## config.mk

```make
export PLATFORM = sky130hd
export DESIGN_NAME = sp_stack_ptr
export DESIGN_NICKNAME = d
export VERILOG_FILES = /design/src/rtl/sp_pkg.sv /design/src/rtl/sp_cmd_decode.sv /design/src/rtl/sp_addr_gen.sv /design/src/rtl/sp_stack_ptr.sv
export SDC_FILE = /design/constraint.sdc
export NUM_CORES = 1
export LEC_CHECK = 0
export BUFFER_PORTS_ARGS = -buffer_cell sky130_fd_sc_hd__buf_2
export CORE_MARGIN = 3
export CORE_UTILIZATION = 30
export DETAILED_ROUTE_END_ITERATION = 10
export GPL_TIMING_DRIVEN = 0
export MAX_ROUTING_LAYER = met4
export PLACE_DENSITY = 0.49
export REMOVE_ABC_BUFFERS = 1
export SETUP_SLACK_MARGIN = 0.1
export SYNTH_ARGS = -nofsm -noshare
export SYNTH_HDL_FRONTEND = slang
export SYNTH_SLANG_ARGS = --single-unit
export TNS_END_PERCENT = 10
```

## constraint.sdc

```tcl
create_clock -name clk -period 2.4 [get_ports clk]
set_input_delay 0.36 -clock clk [delete_from_list [all_inputs] [get_ports clk]]
set_output_delay 0.36 -clock clk [all_outputs]
set_load 0.02 [all_outputs]
```

## src/rtl/sp_pkg.sv

```systemverilog
package sp_pkg;

    typedef enum logic [2:0] {
        CMD_NONE   = 3'd0,
        CMD_PUSH_B = 3'd1,
        CMD_POP_B  = 3'd2,
        CMD_PUSH_W = 3'd3,
        CMD_POP_W  = 3'd4
    } sp_cmd_e;

    localparam int CMD_W = 3;

endpackage

```

## src/rtl/sp_cmd_decode.sv

```systemverilog
module sp_cmd_decode
    import sp_pkg::*;
(
    input  logic [CMD_W-1:0] cmd_i,
    input  logic             sw_wr_i,
    output logic             take_o,
    output logic             push_o,
    output logic             word_o
);
    logic valid;

    always_comb begin
        valid  = 1'b0;
        push_o = 1'b0;
        word_o = 1'b0;
        case (cmd_i)
            CMD_PUSH_B: begin valid = 1'b1; push_o = 1'b1; end
            CMD_POP_B:  begin valid = 1'b1; end
            CMD_PUSH_W: begin valid = 1'b1; push_o = 1'b1; word_o = 1'b1; end
            CMD_POP_W:  begin valid = 1'b1; word_o = 1'b1; end
            default:    begin valid = 1'b0; end
        endcase
        // a software write in the same cycle overrides any adjust
        take_o = valid && !sw_wr_i;
    end
endmodule

```

## src/rtl/sp_addr_gen.sv

```systemverilog
module sp_addr_gen #(
    parameter int ADDR_W = 16
) (
    input  logic [ADDR_W-1:0] sp_i,
    input  logic              push_i,
    input  logic              word_i,
    output logic [ADDR_W-1:0] addr_lo_o,
    output logic [ADDR_W-1:0] addr_hi_o,
    output logic [ADDR_W-1:0] sp_next_o
);
    localparam logic [ADDR_W-1:0] ONE = ADDR_W'(1);
    localparam logic [ADDR_W-1:0] TWO = ADDR_W'(2);

    logic [ADDR_W-1:0] step;
    logic [ADDR_W-1:0] sp_m1;
    logic [ADDR_W-1:0] sp_p1;
    logic [ADDR_W-1:0] sp_p2;

    always_comb begin
        step  = word_i ? TWO : ONE;
        sp_m1 = sp_i - ONE;
        sp_p1 = sp_i + ONE;
        sp_p2 = sp_i + TWO;
        if (push_i) begin
            // store at pointer, then move down; high return byte goes below
            addr_lo_o = sp_i;
            addr_hi_o = word_i ? sp_m1 : sp_i;
            sp_next_o = sp_i - step;
        end else begin
            // move up first, then read; high return byte comes back first
            addr_hi_o = sp_p1;
            addr_lo_o = word_i ? sp_p2 : sp_p1;
            sp_next_o = sp_i + step;
        end
    end
endmodule

```

## src/rtl/sp_stack_ptr.sv

```systemverilog
module sp_stack_ptr
    import sp_pkg::*;
#(
    parameter int BYTE_W = 8,
    parameter int ADDR_W = 16
) (
    input  logic              clk,
    input  logic              rst_n,
    input  logic              io_wr_lo_i,
    input  logic              io_wr_hi_i,
    input  logic [BYTE_W-1:0] io_wdata_i,
    input  logic [CMD_W-1:0]  cmd_i,
    output logic [BYTE_W-1:0] sp_lo_o,
    output logic [BYTE_W-1:0] sp_hi_o,
    output logic              acc_wr_o,
    output logic              acc_rd_o,
    output logic              acc_word_o,
    output logic [ADDR_W-1:0] addr_lo_o,
    output logic [ADDR_W-1:0] addr_hi_o
);
    localparam int HI_W = ADDR_W - BYTE_W;

    typedef struct packed {
        logic [HI_W-1:0]   hi;
        logic [BYTE_W-1:0] lo;
    } sp_state_t;

    sp_state_t         st_d, st_q;
    logic              sw_wr;
    logic              take;
    logic              is_push;
    logic              is_word;
    logic [ADDR_W-1:0] sp_cur;
    logic [ADDR_W-1:0] sp_adj;

    assign sw_wr  = io_wr_lo_i || io_wr_hi_i;
    assign sp_cur = {st_q.hi, st_q.lo};

    sp_cmd_decode u_dec (
        .cmd_i   (cmd_i),
        .sw_wr_i (sw_wr),
        .take_o  (take),
        .push_o  (is_push),
        .word_o  (is_word)
    );

    sp_addr_gen #(.ADDR_W(ADDR_W)) u_agen (
        .sp_i      (sp_cur),
        .push_i    (is_push),
        .word_i    (is_word),
        .addr_lo_o (addr_lo_o),
        .addr_hi_o (addr_hi_o),
        .sp_next_o (sp_adj)
    );

    always_comb begin
        st_d = st_q;
        if (sw_wr) begin
            if (io_wr_lo_i) st_d.lo = io_wdata_i;
            if (io_wr_hi_i) st_d.hi = HI_W'(io_wdata_i);
        end else if (take) begin
            st_d = sp_state_t'(sp_adj);
        end
    end

    always_ff @(posedge clk or negedge rst_n) begin
        if (!rst_n) st_q <= '0;
        else        st_q <= st_d;
    end

    assign sp_lo_o    = st_q.lo;
    assign sp_hi_o    = BYTE_W'(st_q.hi);
    assign acc_wr_o   = take && is_push;
    assign acc_rd_o   = take && !is_push;
    assign acc_word_o = take && is_word;

    AST_PUSH_B_DEC: assert property (@(posedge clk) disable iff (!rst_n)
        (!sw_wr && cmd_i == CMD_PUSH_B) |=> sp_cur == ADDR_W'($past(sp_cur) - 1'b1));
    AST_POP_B_INC: assert property (@(posedge clk) disable iff (!rst_n)
        (!sw_wr && cmd_i == CMD_POP_B) |=> sp_cur == ADDR_W'($past(sp_cur) + 1'b1));
    AST_PUSH_W_PAIR: assert property (@(posedge clk) disable iff (!rst_n)
        (acc_wr_o && acc_word_o) |-> addr_lo_o == ADDR_W'(addr_hi_o + 1'b1));
    AST_POP_W_INC: assert property (@(posedge clk) disable iff (!rst_n)
        (!sw_wr && cmd_i == CMD_POP_W) |=> sp_cur == ADDR_W'($past(sp_cur) + 2'd2));
    AST_SW_LO_WINS: assert property (@(posedge clk) disable iff (!rst_n)
        io_wr_lo_i |=> sp_lo_o == $past(io_wdata_i));
    AST_SW_NO_STROBE: assert property (@(posedge clk) disable iff (!rst_n)
        sw_wr |-> !acc_wr_o && !acc_rd_o);
    AST_STROBE_EXCL: assert property (@(posedge clk) disable iff (!rst_n)
        $onehot0({acc_wr_o, acc_rd_o}));
    AST_UNUSED_HOLD: assert property (@(posedge clk) disable iff (!rst_n)
        (!sw_wr && (cmd_i == CMD_NONE || cmd_i > CMD_POP_W)) |=> $stable(sp_cur));
endmodule

```

==> run metrics <==
outcome finished, violations left; violated checks negative setup slack; routed wirelength normalized by instance count 16.6 microns; most used cells in the layout excluding fill and tap cells buf_4 (50), buf_2 (44), nor2_1 (35); cell area after synthesis 2480 sq um; nets 466; GRT overflow 0; vias in the first global route 2726; Pint 1.03 mW; initial antenna violation count 0; final hold violation count 0; layout cells sized above 1 39.7%; average size of a mapped cell 7.15 sq um; Reg2Reg Setup Slack 0 ps; first-pass GRT wire length 14000 microns; Filler Cells Inserted 794; warnings from Yosys 0; violation count after the first detailed-routing iteration 235; Tcrit/Tclk final 108%; maximum number of pins on one net before global-route repair 20; multi-input gate area in the final layout 2190 sq um; DRT Pass-1 Iters 4; antenna diode count 0; worst reg2reg path startpoint sp_lo_o[0]$_DFFE_PN0P_; final design utilization 45.2%; clock network power share 12.3%; master cell of the clock root buffer clkbuf_8; Seq/Total Area, Yosys 16.1%; number of I/O pins 66; Worst Path Max Fanout 3; f_max 0.386 GHz; leading post-synthesis cells by cell area dfrtp_1 (16%), xnor2_1 (9.5%), ha_1 (9.1%); number of vias after detailed routing 2862; most common flop cell mapped by yosys dfrtp_1; reg-to-reg endpoint sp_hi_o[6]$_DFFE_PN0P_; cell count after synthesis 347; estimated wirelength of the detail-placed design 6180 microns; Die Area 9400 sq um; sequential power share 22.2%; number of distinct library cells after synthesis 57; worst path arrival time 2230 ps; unrepaired setup endpoints after global routing true; crit end category output port; maximum level of the CTS H-tree 1; Via-to-Cell Ratio 5.37; Yosys reg bits 16; kind of start point of the critical path register; clock tree skew after final layout 1.81 ps; async set or reset register ratio after synthesis 100%; path type of the worst setup path register to output port; power density of the placed cells 567 nW/um^2; net switching power 0.989 mW; Reg2Reg Depth 11; number of max-slew violations in the final report 0; Cell Rows 32; Leak 1.52 nW; Post-synth EDFFs 0; final worst slack -193 ps; Switching Fraction 48.9%; overall global routing resource usage 18.4%; relative area change from synthesis to final layout 43.7%; width of the chip 96.9 microns; later-pin clock latency in the skew report 250 ps; crit path time final 2590 ps; clock-pin slew on the worst setup and hold paths 70 ps; maximum resistive drop on vdd 0.215 mV; max-cap violation count 0; transition time of the tightest slew-check pin 872 ps; post-detailed-route count of antenna-violating nets 0; leading cell type in the layout, fill and taps excluded buf_4; CTS tree built; Placeable Area 7890 sq um; final number of setup-violating endpoints 14; share of the synthesized area in the top cell type 16.1%; relative slew slack 41.2%; required time reported for the critical path endpoint 2040 ps; number of port buffers 65; Initial Util 31.5%; combinational power share 65.5%; CTS buffer count 3; Final Power 2.02 mW; number of sinks driven by the clock tree 16; height of the chip 96.9 microns; CTS Buffer Depth 2; kind of path behind the tightest hold check primary input to asynchronous set/reset pin; Detailed Route WL 8850 microns; routability cong. 0.819; cell accounting for the most synthesized area dfrtp_1; Seq. cell area 415 sq um; count of unresolved DRC violations after routing 0
-- cells by family after synthesis --
family	count (synthesis)	share of synthesized area, %
adders and majority gates	20	10.3
AOI/OAI and AO/OA	103	26.3
buffers and inverters	36	5.80
xor gates and xnor gates	43	15.2
muxes	2	0.807
DFF	16	16.1
and+or+nand+nor	127	25.5
-- worst max path at each step --
stage                      startpoint                      to  slack [ps]  depth (start not counted)
6_report       sp_lo_o[1]$_DFFE_PN0P_           addr_hi_o[12]        -190                          8
5_1_grt        sp_lo_o[0]$_DFFE_PN0P_           addr_hi_o[12]        -310                          8
4_1_cts        sp_lo_o[0]$_DFFE_PN0P_           addr_hi_o[12]        -220                          8
3_5_place_dp                 cmd_i[2]  sp_hi_o[6]$_DFFE_PN0P_       -1460                         13
2_1_floorplan                cmd_i[2]  sp_hi_o[6]$_DFFE_PN0P_        -490                         12
3_3_place_gp                 cmd_i[2]  sp_hi_o[6]$_DFFE_PN0P_       -1420                         13
-- worst max-delay path, stage by stage, from the launching register on --
cell and delay [ps]:
dfrtp_2 440, inv_4 80, ha_4 120, or4b_4 490, nor3b_4 250, nand2_2 100, o22ai_2 160, xor2_1 170
buf_4 160
-- registers in the layout, summed over array words and instances, names as in the netlist --
name / count
sp_hi_o: 8
sp_lo_o: 8
-- metal layers --
layer  part of all wire, %  vias to the layer above  routed length, microns  track usage, %
li1                      -                     1405                       -               -
met1                    46                     1365                    4090            24.5
met2                    48                       77                    4290            30.0
met3                   3.3                       15                     296            1.59
met4                   1.9                        0                     166            4.97
met5                     0                        -                       0               -
-- cell type report --
class,count,area share (%)
multi-input cells,295,61.4
repair buffers,102,19.7
flip-flops and latches,16,11.6
well taps,102,3.58
inverters,13,1.86
clock buffers,4,1.54
repair inverters,1,0.246
-- per-stage QoR --
step                      area (sq um)  hold WS, ps  std cells  setup WS [ps]  setup TNS (ps)
after global placement            2840          302        491          -1420          -20840
after detailed placement          2840          305        491          -1460          -21010
after global routing              3570         38.3        533           -307           -3300
final                             3570         18.4        533           -193           -1250
after CTS                         3380         32.1        524           -221           -1280
after floorplan                   2390         64.4        324           -488           -3210
-- synth_stat cells, types with 2 or more instances --
master    count
a21oi_1      26
nand3_1      10
or3_1         4
xor2_1       16
nand2_1      31
inv_1        12
clkbuf_1     14
a21o_1        4
buf_2         7
nand2_2       2
mux2i_1       2
ha_1         18
and3_1        4
nor3_1        9
a211oi_1      2
a22oi_1       7
nand4_1       5
nor2_1       40
o211ai_1      5
and2_1        3
o31ai_1       2
nand2b_1      4
a31oi_1       5
dfrtp_1      16
nor2b_1       5
xnor2_1      27
o21ai_0      34
o21ai_1       2
nor4_1        2
buf_1         2
-- power groups by stage --
stage	Clock, mW	Combinational (mW)	Sequential [mW]
2_1_floorplan	0	0.670	0.472
4_1_cts	0.250	1.22	0.455
5_1_grt	0.270	1.44	0.461
3_5_place_dp	0	1.02	0.466
3_3_place_gp	0	1.01	0.463
6_report	0.248	1.33	0.449
-- timing repair --
| action | 4_1_cts | 5_1_grt |
|---|---|---|
| setup endpoints to repair | 42 | 31 |
| setup buffers | 28 | 9 |
| hold buffers | 0 | 0 |
| gates resized for setup | 82 | 36 |
| gates cloned | 1 | 0 |
| pin swaps | 23 | 22 |
Power figures use the tool's default switching activity.
